--- src/rtl/atten_pkg.sv ---
package atten_pkg;
  // Default geometry of the attenuation bank
  localparam int unsigned DEF_CODE_W = 8;
  localparam int unsigned DEF_NUM_CH = 6;
  localparam int unsigned DEF_ADDR_W = 7;
  localparam logic [6:0]  DEF_CH_BASE = 7'h14;
  localparam logic [6:0]  DEF_BCAST   = 7'h1C;
  localparam logic [7:0]  DEF_RST_CODE = 8'hFF;

  // Outcome of decoding one address
  typedef enum logic [1:0] {
    HIT_NONE  = 2'd0,
    HIT_CHAN  = 2'd1,
    HIT_BCAST = 2'd2
  } hit_kind_e;
endpackage

--- src/rtl/atten_addr_dec.sv ---
module atten_addr_dec
  import atten_pkg::*;
#(
  parameter int unsigned ADDR_W = DEF_ADDR_W,
  parameter int unsigned NUM_CH = DEF_NUM_CH,
  parameter logic [ADDR_W-1:0] CH_BASE = DEF_CH_BASE,
  parameter logic [ADDR_W-1:0] BCAST   = DEF_BCAST
) (
  input  logic [ADDR_W-1:0] addr,
  output logic [NUM_CH-1:0] ch_hit,
  output logic              bc_hit,
  output hit_kind_e         kind
);
  for (genvar i = 0; i < NUM_CH; i++) begin : g_ch
    localparam logic [ADDR_W-1:0] CH_A = CH_BASE + ADDR_W'(i);
    assign ch_hit[i] = (addr == CH_A);
  end

  assign bc_hit = (addr == BCAST);

  always_comb begin
    if (bc_hit)        kind = HIT_BCAST;
    else if (|ch_hit)  kind = HIT_CHAN;
    else               kind = HIT_NONE;
  end
endmodule

--- src/rtl/atten_stage.sv ---
module atten_stage
  import atten_pkg::*;
#(
  parameter int unsigned CODE_W = DEF_CODE_W,
  parameter int unsigned NUM_CH = DEF_NUM_CH,
  parameter logic [CODE_W-1:0] RST_CODE = DEF_RST_CODE,
  localparam int unsigned VEC_W = NUM_CH * CODE_W
) (
  input  logic              clk,
  input  logic              rst,
  input  logic              wr_en,
  input  logic [NUM_CH-1:0] ch_hit,
  input  logic              bc_hit,
  input  logic [CODE_W-1:0] code,
  output logic [VEC_W-1:0]  stage_q,
  output logic [VEC_W-1:0]  stage_nxt,
  output logic [CODE_W-1:0] bcast_q
);
  for (genvar i = 0; i < NUM_CH; i++) begin : g_stage
    logic [CODE_W-1:0] q;
    logic              load;
    assign load = wr_en && (ch_hit[i] || bc_hit);
    // Next value seen by the commit path on the same edge
    assign stage_nxt[i*CODE_W +: CODE_W] = load ? code : q;
    assign stage_q[i*CODE_W +: CODE_W]   = q;
    always_ff @(posedge clk) begin
      if (rst)       q <= RST_CODE;
      else if (load) q <= code;
    end
  end

  always_ff @(posedge clk) begin
    if (rst)                  bcast_q <= RST_CODE;
    else if (wr_en && bc_hit) bcast_q <= code;
  end
endmodule

--- src/rtl/atten_active.sv ---
module atten_active
  import atten_pkg::*;
#(
  parameter int unsigned CODE_W = DEF_CODE_W,
  parameter int unsigned NUM_CH = DEF_NUM_CH,
  parameter logic [CODE_W-1:0] RST_CODE = DEF_RST_CODE,
  localparam int unsigned VEC_W = NUM_CH * CODE_W
) (
  input  logic             clk,
  input  logic             rst,
  input  logic             commit,
  input  logic [VEC_W-1:0] stage_nxt,
  output logic [VEC_W-1:0] act_q,
  output logic             pulse_q
);
  always_ff @(posedge clk) begin
    if (rst) begin
      act_q   <= {NUM_CH{RST_CODE}};
      pulse_q <= 1'b0;
    end else begin
      pulse_q <= commit;
      if (commit) act_q <= stage_nxt;
    end
  end

  // without a commit, the active bank never moves
  p_hold_nocommit_r10: assert property (@(posedge clk) disable iff (rst)
    !commit |=> $stable(act_q));
endmodule

--- src/rtl/atten_readback.sv ---
module atten_readback
  import atten_pkg::*;
#(
  parameter int unsigned CODE_W = DEF_CODE_W,
  parameter int unsigned NUM_CH = DEF_NUM_CH,
  localparam int unsigned VEC_W = NUM_CH * CODE_W
) (
  input  logic              clk,
  input  logic              rst,
  input  logic [NUM_CH-1:0] ch_hit,
  input  logic              bc_hit,
  input  logic [VEC_W-1:0]  stage_q,
  input  logic [CODE_W-1:0] bcast_q,
  output logic [CODE_W:0]   rd_q
);
  logic [CODE_W-1:0] sel;

  always_comb begin
    sel = '0;
    for (int i = 0; i < NUM_CH; i++) begin
      if (ch_hit[i]) sel = stage_q[i*CODE_W +: CODE_W];
    end
    if (bc_hit) sel = bcast_q;
  end

  always_ff @(posedge clk) begin
    if (rst) rd_q <= '0;
    else     rd_q <= {1'b0, sel};
  end
endmodule

--- src/rtl/atten_bank.sv ---
module atten_bank
  import atten_pkg::*;
#(
  parameter int unsigned CODE_W = DEF_CODE_W,
  parameter int unsigned NUM_CH = DEF_NUM_CH,
  parameter int unsigned ADDR_W = DEF_ADDR_W,
  parameter logic [ADDR_W-1:0] CH_BASE = DEF_CH_BASE,
  parameter logic [ADDR_W-1:0] BCAST   = DEF_BCAST,
  parameter logic [CODE_W-1:0] RST_CODE = DEF_RST_CODE,
  localparam int unsigned DATA_W = CODE_W + 1,
  localparam int unsigned VEC_W  = NUM_CH * CODE_W
) (
  input  logic              clk,
  input  logic              rst,
  input  logic              wr_en,
  input  logic [ADDR_W-1:0] wr_addr,
  input  logic [DATA_W-1:0] wr_data,
  input  logic [ADDR_W-1:0] rd_addr,
  output logic [DATA_W-1:0] rd_data,
  output logic [VEC_W-1:0]  act_codes,
  output logic              apply_pulse
);
  logic [NUM_CH-1:0] w_ch_hit, r_ch_hit;
  logic              w_bc_hit, r_bc_hit;
  hit_kind_e         w_kind, r_kind;
  logic [VEC_W-1:0]  stage_q, stage_nxt;
  logic [CODE_W-1:0] bcast_q;
  logic              commit;

  atten_addr_dec #(.ADDR_W(ADDR_W), .NUM_CH(NUM_CH), .CH_BASE(CH_BASE), .BCAST(BCAST)) u_wdec (
    .addr(wr_addr), .ch_hit(w_ch_hit), .bc_hit(w_bc_hit), .kind(w_kind));

  atten_addr_dec #(.ADDR_W(ADDR_W), .NUM_CH(NUM_CH), .CH_BASE(CH_BASE), .BCAST(BCAST)) u_rdec (
    .addr(rd_addr), .ch_hit(r_ch_hit), .bc_hit(r_bc_hit), .kind(r_kind));

  assign commit = wr_en && (w_kind != HIT_NONE) && wr_data[CODE_W];

  atten_stage #(.CODE_W(CODE_W), .NUM_CH(NUM_CH), .RST_CODE(RST_CODE)) u_stage (
    .clk(clk), .rst(rst), .wr_en(wr_en), .ch_hit(w_ch_hit), .bc_hit(w_bc_hit),
    .code(wr_data[CODE_W-1:0]), .stage_q(stage_q), .stage_nxt(stage_nxt), .bcast_q(bcast_q));

  atten_active #(.CODE_W(CODE_W), .NUM_CH(NUM_CH), .RST_CODE(RST_CODE)) u_active (
    .clk(clk), .rst(rst), .commit(commit), .stage_nxt(stage_nxt),
    .act_q(act_codes), .pulse_q(apply_pulse));

  atten_readback #(.CODE_W(CODE_W), .NUM_CH(NUM_CH)) u_rb (
    .clk(clk), .rst(rst), .ch_hit(r_ch_hit), .bc_hit(r_bc_hit),
    .stage_q(stage_q), .bcast_q(bcast_q), .rd_q(rd_data));

  // reset leaves outputs at the default code with no pulse
  p_reset_default_r1: assert property (@(posedge clk)
    rst |=> (act_codes == {NUM_CH{RST_CODE}}) && !apply_pulse);

  // unlisted addresses leave the active bank alone and raise no pulse
  p_ignore_unlisted_r7: assert property (@(posedge clk) disable iff (rst)
    (wr_en && w_kind == HIT_NONE) |=> $stable(act_codes) && !apply_pulse);

  // committed broadcast puts one code on every channel
  p_bcast_apply_r6: assert property (@(posedge clk) disable iff (rst)
    (wr_en && wr_addr == BCAST && wr_data[CODE_W])
      |=> act_codes == {NUM_CH{$past(wr_data[CODE_W-1:0])}});

  // a pulse is always caused by a flagged write in the cycle before
  p_pulse_source_r9: assert property (@(posedge clk) disable iff (rst)
    apply_pulse |-> $past(wr_en && wr_data[CODE_W]));

  // unlisted read addresses return zero
  p_rd_blank_r8: assert property (@(posedge clk) disable iff (rst)
    (r_kind == HIT_NONE) |=> rd_data == '0);
endmodule

--- config.mk ---
export PLATFORM = sky130hd
export DESIGN_NAME = atten_bank
export DESIGN_NICKNAME = d
export VERILOG_FILES = /design/src/rtl/atten_pkg.sv /design/src/rtl/atten_addr_dec.sv /design/src/rtl/atten_stage.sv /design/src/rtl/atten_active.sv /design/src/rtl/atten_readback.sv /design/src/rtl/atten_bank.sv
export SDC_FILE = /design/constraint.sdc
export NUM_CORES = 1
export LEC_CHECK = 0
export BUFFER_PORTS_ARGS = -buffer_cell sky130_fd_sc_hd__buf_2
export CAP_MARGIN = 30
export CORE_ASPECT_RATIO = 0.8
export CORE_MARGIN = 2
export CORE_UTILIZATION = 45
export CTS_BUF_LIST = sky130_fd_sc_hd__clkbuf_8
export CTS_CLUSTER_DIAMETER = 150
export CTS_CLUSTER_SIZE = 40
export DETAILED_ROUTE_END_ITERATION = 16
export GPL_TIMING_DRIVEN = 0
export PLACE_DENSITY = 0.68
export SYNTH_ARGS = -nofsm -noshare
export SYNTH_HDL_FRONTEND = slang
export SYNTH_HIERARCHICAL = 1
export SYNTH_SLANG_ARGS = --single-unit
--- constraint.sdc ---
create_clock -name clk -period 2.6 [get_ports clk]
set_input_delay 0.52 -clock clk [delete_from_list [all_inputs] [get_ports clk]]
set_output_delay 0.52 -clock clk [all_outputs]
set_load 0.01 [all_outputs]
==> flow_metrics.tcl <==
set metrics [dict create \
    status "finished, final reports clean" \
    grt_antenna_before_repair 0 \
    drive_above_1_share_pct 27.0 \
    detail_route.first_pass.iterations 7 \
    synth_area_per_cell_um2 10.2 \
    clock_slew_at_reported_path_ffs_ns 0.07 \
    cts_made_buffers 17 \
    worst_slew_pin_slew_ns 0.761 \
    initial_core_utilization_pct 46.5 \
    power.density_nw_per_um2 562 \
    syn2layout_area_growth_pct 18.4 \
    routed_antenna_nets 0 \
    crit-reg2reg-capture "u_rb/rd_q[3]$_SDFF_PP0_" \
    drc_errors 0 \
    gr-usage-met2_pct 37.3 \
    cts_root_buffer "clkbuf_8" \
    dp_hpwl_um 12300 \
    post_syn_area_um2 5420 \
    grt_first_pass_wirelength_um 25100 \
    crit_path_start "wr_addr[1]" \
    setup.reg_to_reg.worst_slack_ns 1.40 \
    clock_latency_ns 0.43 \
    ir_drop_uv 300 \
    die_area_um2 12900 \
    ctsLongestPathBuffers 2 \
    globalRouteOverflowTotal 0 \
    yosys_warn_count 6 \
    finalClockSkew_ns 0.00974 \
    setup_violations 0 \
    cp_data_arrival_time_ns 2.83 \
    met3_usage_pct 7.43 \
    finalSetupTns_ns 0 \
    critPathLaunchType "primary input" \
    slew_viol_final 0 \
    num-fill-cells 1054 \
    max_cap_violations 0 \
    grtUsageMet1_pct 38.2 \
    instances_no_fill 792 \
    vias_per_std_cell 5.97 \
    gp_congestion 0.880 \
    grt_start_max_net_pins 17 \
    place_area_um2 6020 \
    hp-class "primary input to flop" \
    wl_per_cell_um 20.6 \
    fin_area_um2 6420 \
    hold_ws_ns 0.431 \
    num_rows 35 \
    finalWorstPathRequiredPeriod_ns 2.52 \
    fin_crit_sh_pct 96.8 \
    worstPathMaxFanout 10 \
    slew-limit-headroom_pct 49.3 \
    cp_data_required_time_ns 2.92 \
    drtIter0Drc 402 \
    post-layout-total-power_mw 3.61 \
    vias 4726 \
    htreeDepth 4 \
    r2r_cells 3 \
    endpoint "u_active/act_q[39]$_SDFFE_PP1P_" \
    netlist_instances 529 \
    post-route-worst-setup-slack_ns 0.0839 \
    maxClockFrequency_mhz 397 \
    global_route.peak_usage_layer "met1" \
    routed_wl_um 16300 \
    rsz0062_at_grt "false" \
    finalCoreUtilization_pct 55.1 \
    dp_worst_setup_slack_ns -0.539 \
    critPathCaptureType "flop" \
    total_leakage_power_nw 2.62 \
    final_net_count 657 \
    die_y_um 102 \
    io_buffers 82 \
    die_width_um 127 \
    regToRegStartpoint "u_stage/g_stage[4].q[3]$_SDFF_PP1_" \
    pin_count 84 \
    final_hold_viol_count 0 \
    design.core.area_um2 11600 \
    syn_nets 555 \
    cts_tree "done" \
    antenna_diodes 0 \
    setup.worst_path.class "primary input to flop" \
    dp_cells 760 \
    clkSinkCount 113 \
    global_route.usage.total_pct 26.0 \
    first_global_vias 4364 \
]
-- worst min-delay path by stage --
stage	start	endpoint	slack, ns	depth (start not counted)
after floorplan	u_stage/bcast_q[0]$_SDFFE_PP1P_	u_stage/bcast_q[0]$_SDFFE_PP1P_	0.44	1
after global placement	u_stage/bcast_q[2]$_SDFFE_PP1P_	u_stage/bcast_q[2]$_SDFFE_PP1P_	0.45	1
after detailed placement	u_stage/bcast_q[2]$_SDFFE_PP1P_	u_stage/bcast_q[2]$_SDFFE_PP1P_	0.46	1
after CTS	wr_data[0]	u_stage/bcast_q[0]$_SDFFE_PP1P_	0.41	3
after global routing	wr_data[0]	u_stage/bcast_q[0]$_SDFFE_PP1P_	0.42	3
final	wr_data[0]	u_stage/bcast_q[0]$_SDFFE_PP1P_	0.43	3
-- cells in the final DEF (no fill, tap or decap), types with 3 or more instances in the layout --
cell type     n
nor4b_4       4
clkbuf_8     18
dfxtp_1     113
clkinv_2      4
nor2b_1      66
or3b_1        3
and2_1        8
nor4_1        4
a2111oi_2     7
a22o_1       48
buf_2       106
nand3b_1      8
a21oi_1      25
o21ai_1       5
nand2_1      11
clkbuf_1     21
nor3_1        4
o21ai_0       8
a221o_1      56
clkinvlp_4    4
a211o_1      56
buf_6        17
or2_1         7
inv_1        13
and3_1        8
-- report_power, final --
| group | internal [mW] | switching (mW) |
|---|---|---|
| registers | 1.75 | 0.0118 |
| logic | 0.0862 | 0.155 |
| clock network | 0.871 | 0.734 |
-- layer usage --
layer / share of wire (%) / vias to the layer above
li1: - / 2237
met1: 49 / 2254
met2: 41 / 216
met3: 7.9 / 19
met4: 1.6 / 0
met5: 0 / -
-- state kept, by name (all words and copies together) (netlist names) --
name               count
u_active/act_q        48
u_stage/g_stage.q     48
u_rb/rd_q              8
u_stage/bcast_q        8
u_active/pulse_q       1
-- critical path: stages --
cell     delay (ns)
buf_2          0.11
or4b_4         0.60
nor3_2         0.32
buf_6          0.18
o21ai_1        0.25
buf_2          0.28
a22o_1         0.27
a211o_1        0.30
-- final cells by class --
| type | instances | area (um2) | share of cell area (%) |
|---|---|---|---|
| buffer | 65 | 408 | 6.36 |
| multi-input combinational | 339 | 2710 | 42.3 |
| clock inverter | 14 | 140 | 2.18 |
| sequential | 113 | 2260 | 35.3 |
| inverter | 12 | 45.0 | 0.702 |
| timing repair buffer | 83 | 415 | 6.47 |
| tap | 148 | 185 | 2.89 |
| clock buffer | 18 | 248 | 3.86 |
-- timing repair --
item | CTS | global route
buffers inserted | 0 | 0
endpoints found under the hold margin | 0 | 0
setup endpoints to repair | 8 | 0
gates resized for setup | 1 | 0
hold buffers | 0 | 0
No activity file was read; power rests on OpenSTA's default activity.
